===== src/rtl/cop_pkg.sv =====
package cop_pkg;
  // Index of each control line inside the line vector
  localparam int unsigned LINE_BUSREQ = 0;
  localparam int unsigned LINE_RESET  = 1;
  localparam int unsigned NUM_LINES   = 2;

  typedef struct packed {
    logic [NUM_LINES-1:0] line_wr;  // write strobe aimed at a control line
    logic                 stat_rd;  // read of the status byte
    logic                 bad_acc;  // unmapped read or write
  } cop_dec_t;
endpackage


===== src/rtl/cop_decode.sv =====
module cop_decode
  import cop_pkg::*;
#(
  parameter int unsigned ADDR_W   = 14,
  parameter int unsigned MODE_OFS = 'h000,
  parameter int unsigned BRQ_OFS  = 'h100,
  parameter int unsigned RST_OFS  = 'h200
) (
  input  logic [ADDR_W-1:0] addr_i,
  input  logic              wr_i,
  input  logic              rd_i,
  output cop_dec_t          dec_o
);
  localparam logic [ADDR_W-1:0] MODE_A = ADDR_W'(MODE_OFS);
  localparam logic [ADDR_W-1:0] STAT_A = ADDR_W'(BRQ_OFS);
  localparam logic [ADDR_W-1:0] LINE_A [NUM_LINES] = '{ADDR_W'(BRQ_OFS), ADDR_W'(RST_OFS)};

  logic [NUM_LINES-1:0] line_match;

  for (genvar g = 0; g < NUM_LINES; g++) begin : g_line
    assign line_match[g] = (addr_i == LINE_A[g]);
  end

  logic wr_known;
  assign wr_known = (|line_match) || (addr_i == MODE_A);

  always_comb begin
    dec_o.line_wr = line_match & {NUM_LINES{wr_i}};
    dec_o.stat_rd = rd_i && (addr_i == STAT_A);
    dec_o.bad_acc = (wr_i && !wr_known) || (rd_i && (addr_i != STAT_A));
  end
endmodule


===== src/rtl/cop_ctl_line.sv =====
module cop_ctl_line #(
  parameter int unsigned DATA_W = 8
) (
  input  logic              clk,
  input  logic              rst_n,
  input  logic              load_i,
  input  logic [DATA_W-1:0] wdata_i,
  output logic              line_o
);
  // Active on a written zero
  always_ff @(posedge clk or negedge rst_n) begin
    if (!rst_n)      line_o <= 1'b0;
    else if (load_i) line_o <= (wdata_i == '0);
  end
endmodule


===== src/rtl/cop_status.sv =====
module cop_status #(
  parameter int unsigned DATA_W = 8
) (
  input  logic              clk,
  input  logic              rst_n,
  input  logic              rd_i,
  input  logic              stat_rd_i,
  input  logic              busreq_i,
  input  logic              reset_i,
  output logic [DATA_W-1:0] rd_data_o
);
  always_ff @(posedge clk or negedge rst_n) begin
    if (!rst_n)
      rd_data_o <= '0;
    else if (rd_i)
      rd_data_o <= stat_rd_i ? DATA_W'(busreq_i && reset_i) : '0;
  end
endmodule


===== src/rtl/cop_ctrl.sv =====
module cop_ctrl
  import cop_pkg::*;
#(
  parameter int unsigned ADDR_W   = 14,
  parameter int unsigned DATA_W   = 8,
  parameter int unsigned MODE_OFS = 'h000,
  parameter int unsigned BRQ_OFS  = 'h100,
  parameter int unsigned RST_OFS  = 'h200
) (
  input  logic              clk,
  input  logic              rst_n,
  input  logic [ADDR_W-1:0] reg_addr_i,
  input  logic [DATA_W-1:0] reg_wdata_i,
  input  logic              reg_wr_i,
  input  logic              reg_rd_i,
  output logic [DATA_W-1:0] rd_data_o,
  output logic              cop_busreq_o,
  output logic              cop_reset_o,
  output logic              acc_err_o
);
  cop_dec_t             dec;
  logic [NUM_LINES-1:0] lines;

  cop_decode #(
    .ADDR_W(ADDR_W), .MODE_OFS(MODE_OFS), .BRQ_OFS(BRQ_OFS), .RST_OFS(RST_OFS)
  ) u_decode (
    .addr_i(reg_addr_i), .wr_i(reg_wr_i), .rd_i(reg_rd_i), .dec_o(dec)
  );

  for (genvar g = 0; g < NUM_LINES; g++) begin : g_ctl
    cop_ctl_line #(.DATA_W(DATA_W)) u_line (
      .clk(clk), .rst_n(rst_n), .load_i(dec.line_wr[g]),
      .wdata_i(reg_wdata_i), .line_o(lines[g])
    );
  end

  assign cop_busreq_o = lines[LINE_BUSREQ];
  assign cop_reset_o  = lines[LINE_RESET];

  cop_status #(.DATA_W(DATA_W)) u_status (
    .clk(clk), .rst_n(rst_n), .rd_i(reg_rd_i), .stat_rd_i(dec.stat_rd),
    .busreq_i(lines[LINE_BUSREQ]), .reset_i(lines[LINE_RESET]),
    .rd_data_o(rd_data_o)
  );

  always_ff @(posedge clk or negedge rst_n) begin
    if (!rst_n) acc_err_o <= 1'b0;
    else        acc_err_o <= dec.bad_acc;
  end
endmodule


===== config.mk =====
export PLATFORM = sky130hd
export DESIGN_NAME = cop_ctrl
export DESIGN_NICKNAME = d
export VERILOG_FILES = /design/src/rtl/cop_pkg.sv /design/src/rtl/cop_decode.sv /design/src/rtl/cop_ctl_line.sv /design/src/rtl/cop_status.sv /design/src/rtl/cop_ctrl.sv
export SDC_FILE = /design/constraint.sdc
export NUM_CORES = 1
export LEC_CHECK = 0
export ABC_AREA = 1
export ABC_CLOCK_PERIOD_IN_PS = 800
export CORE_AREA = 8 8 45 47
export CTS_BUF_LIST = sky130_fd_sc_hd__clkbuf_4 sky130_fd_sc_hd__clkbuf_8
export CTS_CLUSTER_DIAMETER = 50
export DETAILED_ROUTE_END_ITERATION = 16
export DIE_AREA = 0 0 53 55
export PLACE_DENSITY = 0.72
export SLEW_MARGIN = 20
export SYNTH_ARGS = -nofsm -noshare
export SYNTH_HDL_FRONTEND = slang
export SYNTH_SLANG_ARGS = --single-unit
export TNS_END_PERCENT = 1

===== constraint.sdc =====
create_clock -name clk -period 0.8 [get_ports clk]
set_input_delay 0.2 -clock clk [delete_from_list [all_inputs] [get_ports clk]]
set_output_delay 0.2 -clock clk [all_outputs]
set_load 0.02 [all_outputs]

**Word level (Yosys, flattened, before mapping)**

Cells that the tools add are included.

- Flip-flop bits (word level): 11
- Bits in latches: 0
- Memory bits (writable): 0
- Bits in read-only memories: 0
- Input bits: 26
- Output and inout bits: 11
- Logic and storage cells: 19
- Memories: 0

- Add/subtract/negate cells: 0
- Multipliers: 0
- Div/mod/pow operators: 0
- Magnitude comparators: 0
- Equality and inequality tests: 3
- Shifts and indexed selects: 0
- Muxes and demuxes: 1
- Bitwise logic cells: 1
- Reduce and logical (&&, ||, !) cells: 10

Operator list:

| kind | count |
|---|---|
| equality test 14 x 10 -> 1 bit, second input constant | 1 |
| equality test 14 x 9 -> 1 bit, second input constant | 1 |
| logical NOT 14 bit | 1 |
| != test 14 x 9 -> 1 bit, second input constant | 1 |
| logical NOT 8 bit | 1 |
| logical AND 1 bit | 4 |
| AND 2 bit | 1 |
| logical OR 1 bit | 2 |
| OR reduction 2 bit | 1 |
| logical NOT 1 bit | 1 |
| two-way mux 1 bit | 1 |

**Depth between registers and ports, before layout**

- Word-level depth: 6
- Depth in mapped cells: 6

**Cells and area by module**

A second synthesis with hierarchy kept.

- Cell total of the unflattened synthesis: 66
- Area, all modules: 395.4 um^2

Modules (own cells, without submodules):

| module | instances | cells an instance | area each (um^2) | seq. area each (um^2) |
|---|---|---|---|---|
| cop_ctl_line | 2 | 13 | 76.3 | 25.0 |
| cop_decode | 1 | 25 | 112.6 | 0.0 |
| cop_status | 1 | 14 | 105.1 | 25.0 |
| cop_ctrl | 1 | 1 | 25.0 | 25.0 |

**Least setup slack after synthesis**

OpenSTA, ideal clock, no wires.

- Path kind: in2reg
- Start: input port reg_addr_i[8]
- End: register acc_err_o
- Setup time: 0.117 ns
- Arrival: 0.755 ns
- Required time: 0.683 ns
- Slack: -0.072 ns
- Stages: 6
- Buffers on the path: 0
- Cells stage by stage: inv_1 > or2_1 > nor2_2 > nand2_2 > nand3_1 > nand2_1

RTL lines:

| what | line | source |
|---|---|---|
| start, declared | cop_ctrl.sv:12 | `input logic [ADDR_W-1:0] reg_addr_i,` |
| end signal, assigned | cop_ctrl.sv:48 | `else acc_err_o <= dec.bad_acc;` |
| end, declared | cop_ctrl.sv:19 | `output logic acc_err_o` |

**Worst setup path after layout**

- Start: register g_ctl[0].u_line.line_o
- End: output port cop_busreq_o

RTL lines:

| what | line | source |
|---|---|---|
| start, declared | cop_ctl_line.sv:8 | `output logic line_o` |
| start signal, assigned | cop_ctl_line.sv:13 | `else if (load_i) line_o <= (wdata_i == '0);` |
| end, declared | cop_ctrl.sv:17 | `output logic cop_busreq_o,` |

No word-level cell between the ends.

==> parameters.txt <==
Parameter                              Value

Status
  Run status ... finished, violations left
  Violations in the final reports ... setup timing

Drt
  Total wire length after detailed routing ... around 1100 microns
  Number of violations reported at the end of detailed-routing iteration 0 ... 2
  Number of detailed-routing iterations run before antenna repair ... 4
  Post-detailed-route count of antenna-violating nets ... 0
  Vias per inst ... 4.16
  DRC violation count after routing ... 0
  Via count ... 428
  Wire per inst ... 10.7 microns

Floorplanning
  Die boundary width ... about 53 microns
  Top-level port count ... 37
  Row count ... 14
  Height of the die ... 55 microns
  Initial cell density of the core ... 0.243
  Area enclosed by the die boundary ... around 2900 sq um
  Area of the core region ... 1380 sq um

Timing
  Max-slew violation count ... 0
  Slack of the critical path ... -0.157 ns
  Setup total negative slack ... -0.858 ns
  Worst hold-check slack ... 0.172 ns
  Timing-limited maximum frequency ... 1.05 GHz
  Final Hold Fails ... 0
  Setup repair after global routing missed its margin ... true
  Tcrit/Tclk final ... 1.20
  Minimum period implied by the final worst setup slack ... ~0.96 ns
  # setup viols final ... 8
  Worst Clk Skew ... around 0.00084 ns

Synth
  Fraction of the mapped netlist area in compound gates ... 0.0186
  Share of synthesized cell area in and, or, nand and nor gates ... 0.472
  Yosys warnings ... 0
  Part of the Yosys area used for sequential elements ... 0.297
  Mean area per synthesized cell ... 6.47 sq um
  Cell Area, Synth ... 337 sq um
  Number of register bits inferred by synthesis ... 4
  Combinational family with the most area after synthesis ... simple AND/OR/NAND/NOR gates
  Mux contribution to synthesized area ... 0
  Arithmetic-cell share of the synthesized area counting full adders, half adders and majority gates ... 0
  Post-Synth XOR/XNOR Area ... 0
  Synthesized netlist cell count ... 52
  Count of distinct cell types in the synthesized netlist ... 13

Setup path
  CP peak stage delay ... 0.39 ns
  WP data required ... approximately 0.60 ns
  Type of origin of the critical path ... register
  Worst Reg-to-Reg Cells ... 3
  Critical Path Stages ... 1
  Sum of buffers and inverters on the critical path ... 1
  Critical-path top delay cell ... sky130_fd_sc_hd__dfrtp_1
  Worst-path fanout max ... 2
  Arrival time of data at the critical path endpoint ... around 0.76 ns
  Setup CP Type ... register to output port
  Cell Chain, Critical Path ... buf_6
  Cell family with most CP delay ... flip-flops
  Endpoint class of the critical path ... output port

Clocking
  Clk slew on worst S/H paths ... 0.04 ns
  Count of hold-fix buffers inserted at cts ... 0
  Setup fix buffers added after clock tree synthesis ... 0
  TritonCTS clock tree ... done
  Number of buffers created by CTS ... 3
  Maximum count of clock buffers along a single path ... 2
  Number of clock sinks ... 4
  Number of H-tree levels ... 1
  Clock Tree Root ... sky130_fd_sc_hd__clkbuf_4
  Worst-Skew Late Latency ... 0.23 ns

Power and ir drop
  Worst-case vdd ir drop ... 0.350 mV
  Cell Pwr Density ... 917 nW/um^2
  Leakage Power ... 0.325 nW

Final layout
  Fraction of final layout cells with drive strength greater than 1 ... 0.253
  Area Growth Syn to Fin ... 106%
  Fillcell total ... 153
  Antenna Diode Count ... 0
  Number of nets in the finished design ... 115

Global routing
  Initial antenna violation count ... 0
  Number of global-route vias before repair ... 445
  Tot GR Track Use ... 0.0799
  Pin count of the biggest net entering global routing ... 7
  GRT overflow ... 0
  Global-route wire length before repair ... 1750 microns

Worst hold path
  Hold WC Path Type ... input port to async pin

Placed design
  Buffers on Ports ... 29
  DP HPWL ... a little under 1000 microns
  Routability cong. ... roughly 0.68

Job
  Maxcap violations ... 0
-- synth_stat cells --
master,count,area [sq um]
sky130_fd_sc_hd__nor2_1,12,45.0
sky130_fd_sc_hd__dfrtp_1,4,100
sky130_fd_sc_hd__nand4_1,2,12.5
sky130_fd_sc_hd__nand2_2,1,6.26
sky130_fd_sc_hd__nand3_1,6,30.0
sky130_fd_sc_hd__buf_4,7,52.6
sky130_fd_sc_hd__conb_1,1,3.75
sky130_fd_sc_hd__nor2_4,1,11.3
sky130_fd_sc_hd__nor2_2,1,6.26
sky130_fd_sc_hd__nand2_1,11,41.3
sky130_fd_sc_hd__or2_1,1,6.26
sky130_fd_sc_hd__inv_1,4,15.0
sky130_fd_sc_hd__o22ai_1,1,6.26
-- worst paths after layout --
kind / startpoint / endpoint / slack [ns]
setup / recovery: g_ctl[0].u_line.line_o / cop_busreq_o / -0.16
min in group clk: reg_addr_i[8] / acc_err_o / 0.45
max in group asynchronous: rst_n / g_ctl[0].u_line.line_o / 0.46
hold / removal: rst_n / g_ctl[1].u_line.line_o / 0.17
setup reg to reg: g_ctl[0].u_line.line_o / u_status.rd_data_o[0] / 0.01
hold reg to reg: g_ctl[1].u_line.line_o / g_ctl[1].u_line.line_o / 0.61
-- layout by cell type, fill, tap and decap left out --
| cell | Yosys | final |
|---|---|---|
| sky130_fd_sc_hd__nor2_4 | 1 | 2 |
| sky130_fd_sc_hd__nand2_1 | 11 | 11 |
| sky130_fd_sc_hd__buf_6 | 0 | 4 |
| sky130_fd_sc_hd__nand4_1 | 2 | 2 |
| sky130_fd_sc_hd__clkdlybuf4s15_1 | 0 | 5 |
| sky130_fd_sc_hd__or2_1 | 1 | 1 |
| sky130_fd_sc_hd__nand3_1 | 6 | 2 |
| sky130_fd_sc_hd__clkdlybuf4s50_1 | 0 | 11 |
| sky130_fd_sc_hd__nor2_2 | 1 | 2 |
| sky130_fd_sc_hd__buf_4 | 7 | 4 |
| sky130_fd_sc_hd__conb_1 | 1 | 7 |
| sky130_fd_sc_hd__nand3_2 | 0 | 4 |
| sky130_fd_sc_hd__inv_1 | 4 | 4 |
| sky130_fd_sc_hd__buf_2 | 0 | 1 |
| sky130_fd_sc_hd__o22ai_1 | 1 | 1 |
| sky130_fd_sc_hd__clkbuf_4 | 0 | 3 |
| sky130_fd_sc_hd__nand2_2 | 1 | 1 |
| sky130_fd_sc_hd__nor2_1 | 12 | 10 |
| sky130_fd_sc_hd__clkdlybuf4s15_2 | 0 | 1 |
| sky130_fd_sc_hd__dlygate4sd2_1 | 0 | 7 |
| sky130_fd_sc_hd__dfrtp_1 | 4 | 4 |
-- where the power goes --
part	switching, mW	internal (mW)	total [mW]
combinational	0.0811	0.106	0.187
sequential	0.00104	0.206	0.207
clock	0.0734	0.167	0.241
total	0.156	0.479	0.635
-- kinds of logic after synthesis --
family,after synthesis
AND/OR/NAND/NOR,35
buffers and inverters,11
flip-flops,4
AO/OA/AOI/OAI,1
other,1
-- stage by stage --
step           utilization  power, mW  instances  worst slack, ns  cell area, sq um
5_1_grt              0.500      0.683        103           -0.185               692
4_1_cts              0.487      0.642        103           -0.166               674
2_1_floorplan            -      0.295         58          -0.0719               359
3_3_place_gp         0.467      0.406        100           -0.576               647
6_report             0.500      0.635        103           -0.157               692
3_5_place_dp         0.467      0.410        100           -0.610               647
-- layer usage --
metal	vias to the layer above	global-route usage	part of all wire
met5	-	0	0
met4	0	0.0647	0
met3	0	0.0428	0.12
met2	24	0.129	0.53
met1	185	0.0748	0.35
li1	219	-	-
-- flip-flops by register name, indices dropped and copies added, names as in the netlist --
name	count
u_status.rd_data_o	1
acc_err_o	1
g_ctl.u_line.line_o	2
-- cell type report --
type	count	area, sq um	share of cell area
Clock buffer	3	22.5	0.0325
Inverter	4	15.0	0.0217
Multi-Input combinational cell	43	221	0.320
Sequential cell	4	100	0.145
Tap cell	16	20.0	0.0289
Timing Repair Buffer	33	313	0.452
-- timing repair --
item,4_1_cts,5_1_grt
resized for setup,49,5
hold endpoints to repair,0,0
endpoints found under the setup margin,8,8
pin swaps,18,2
No activity file was read; power rests on OpenSTA's default activity.
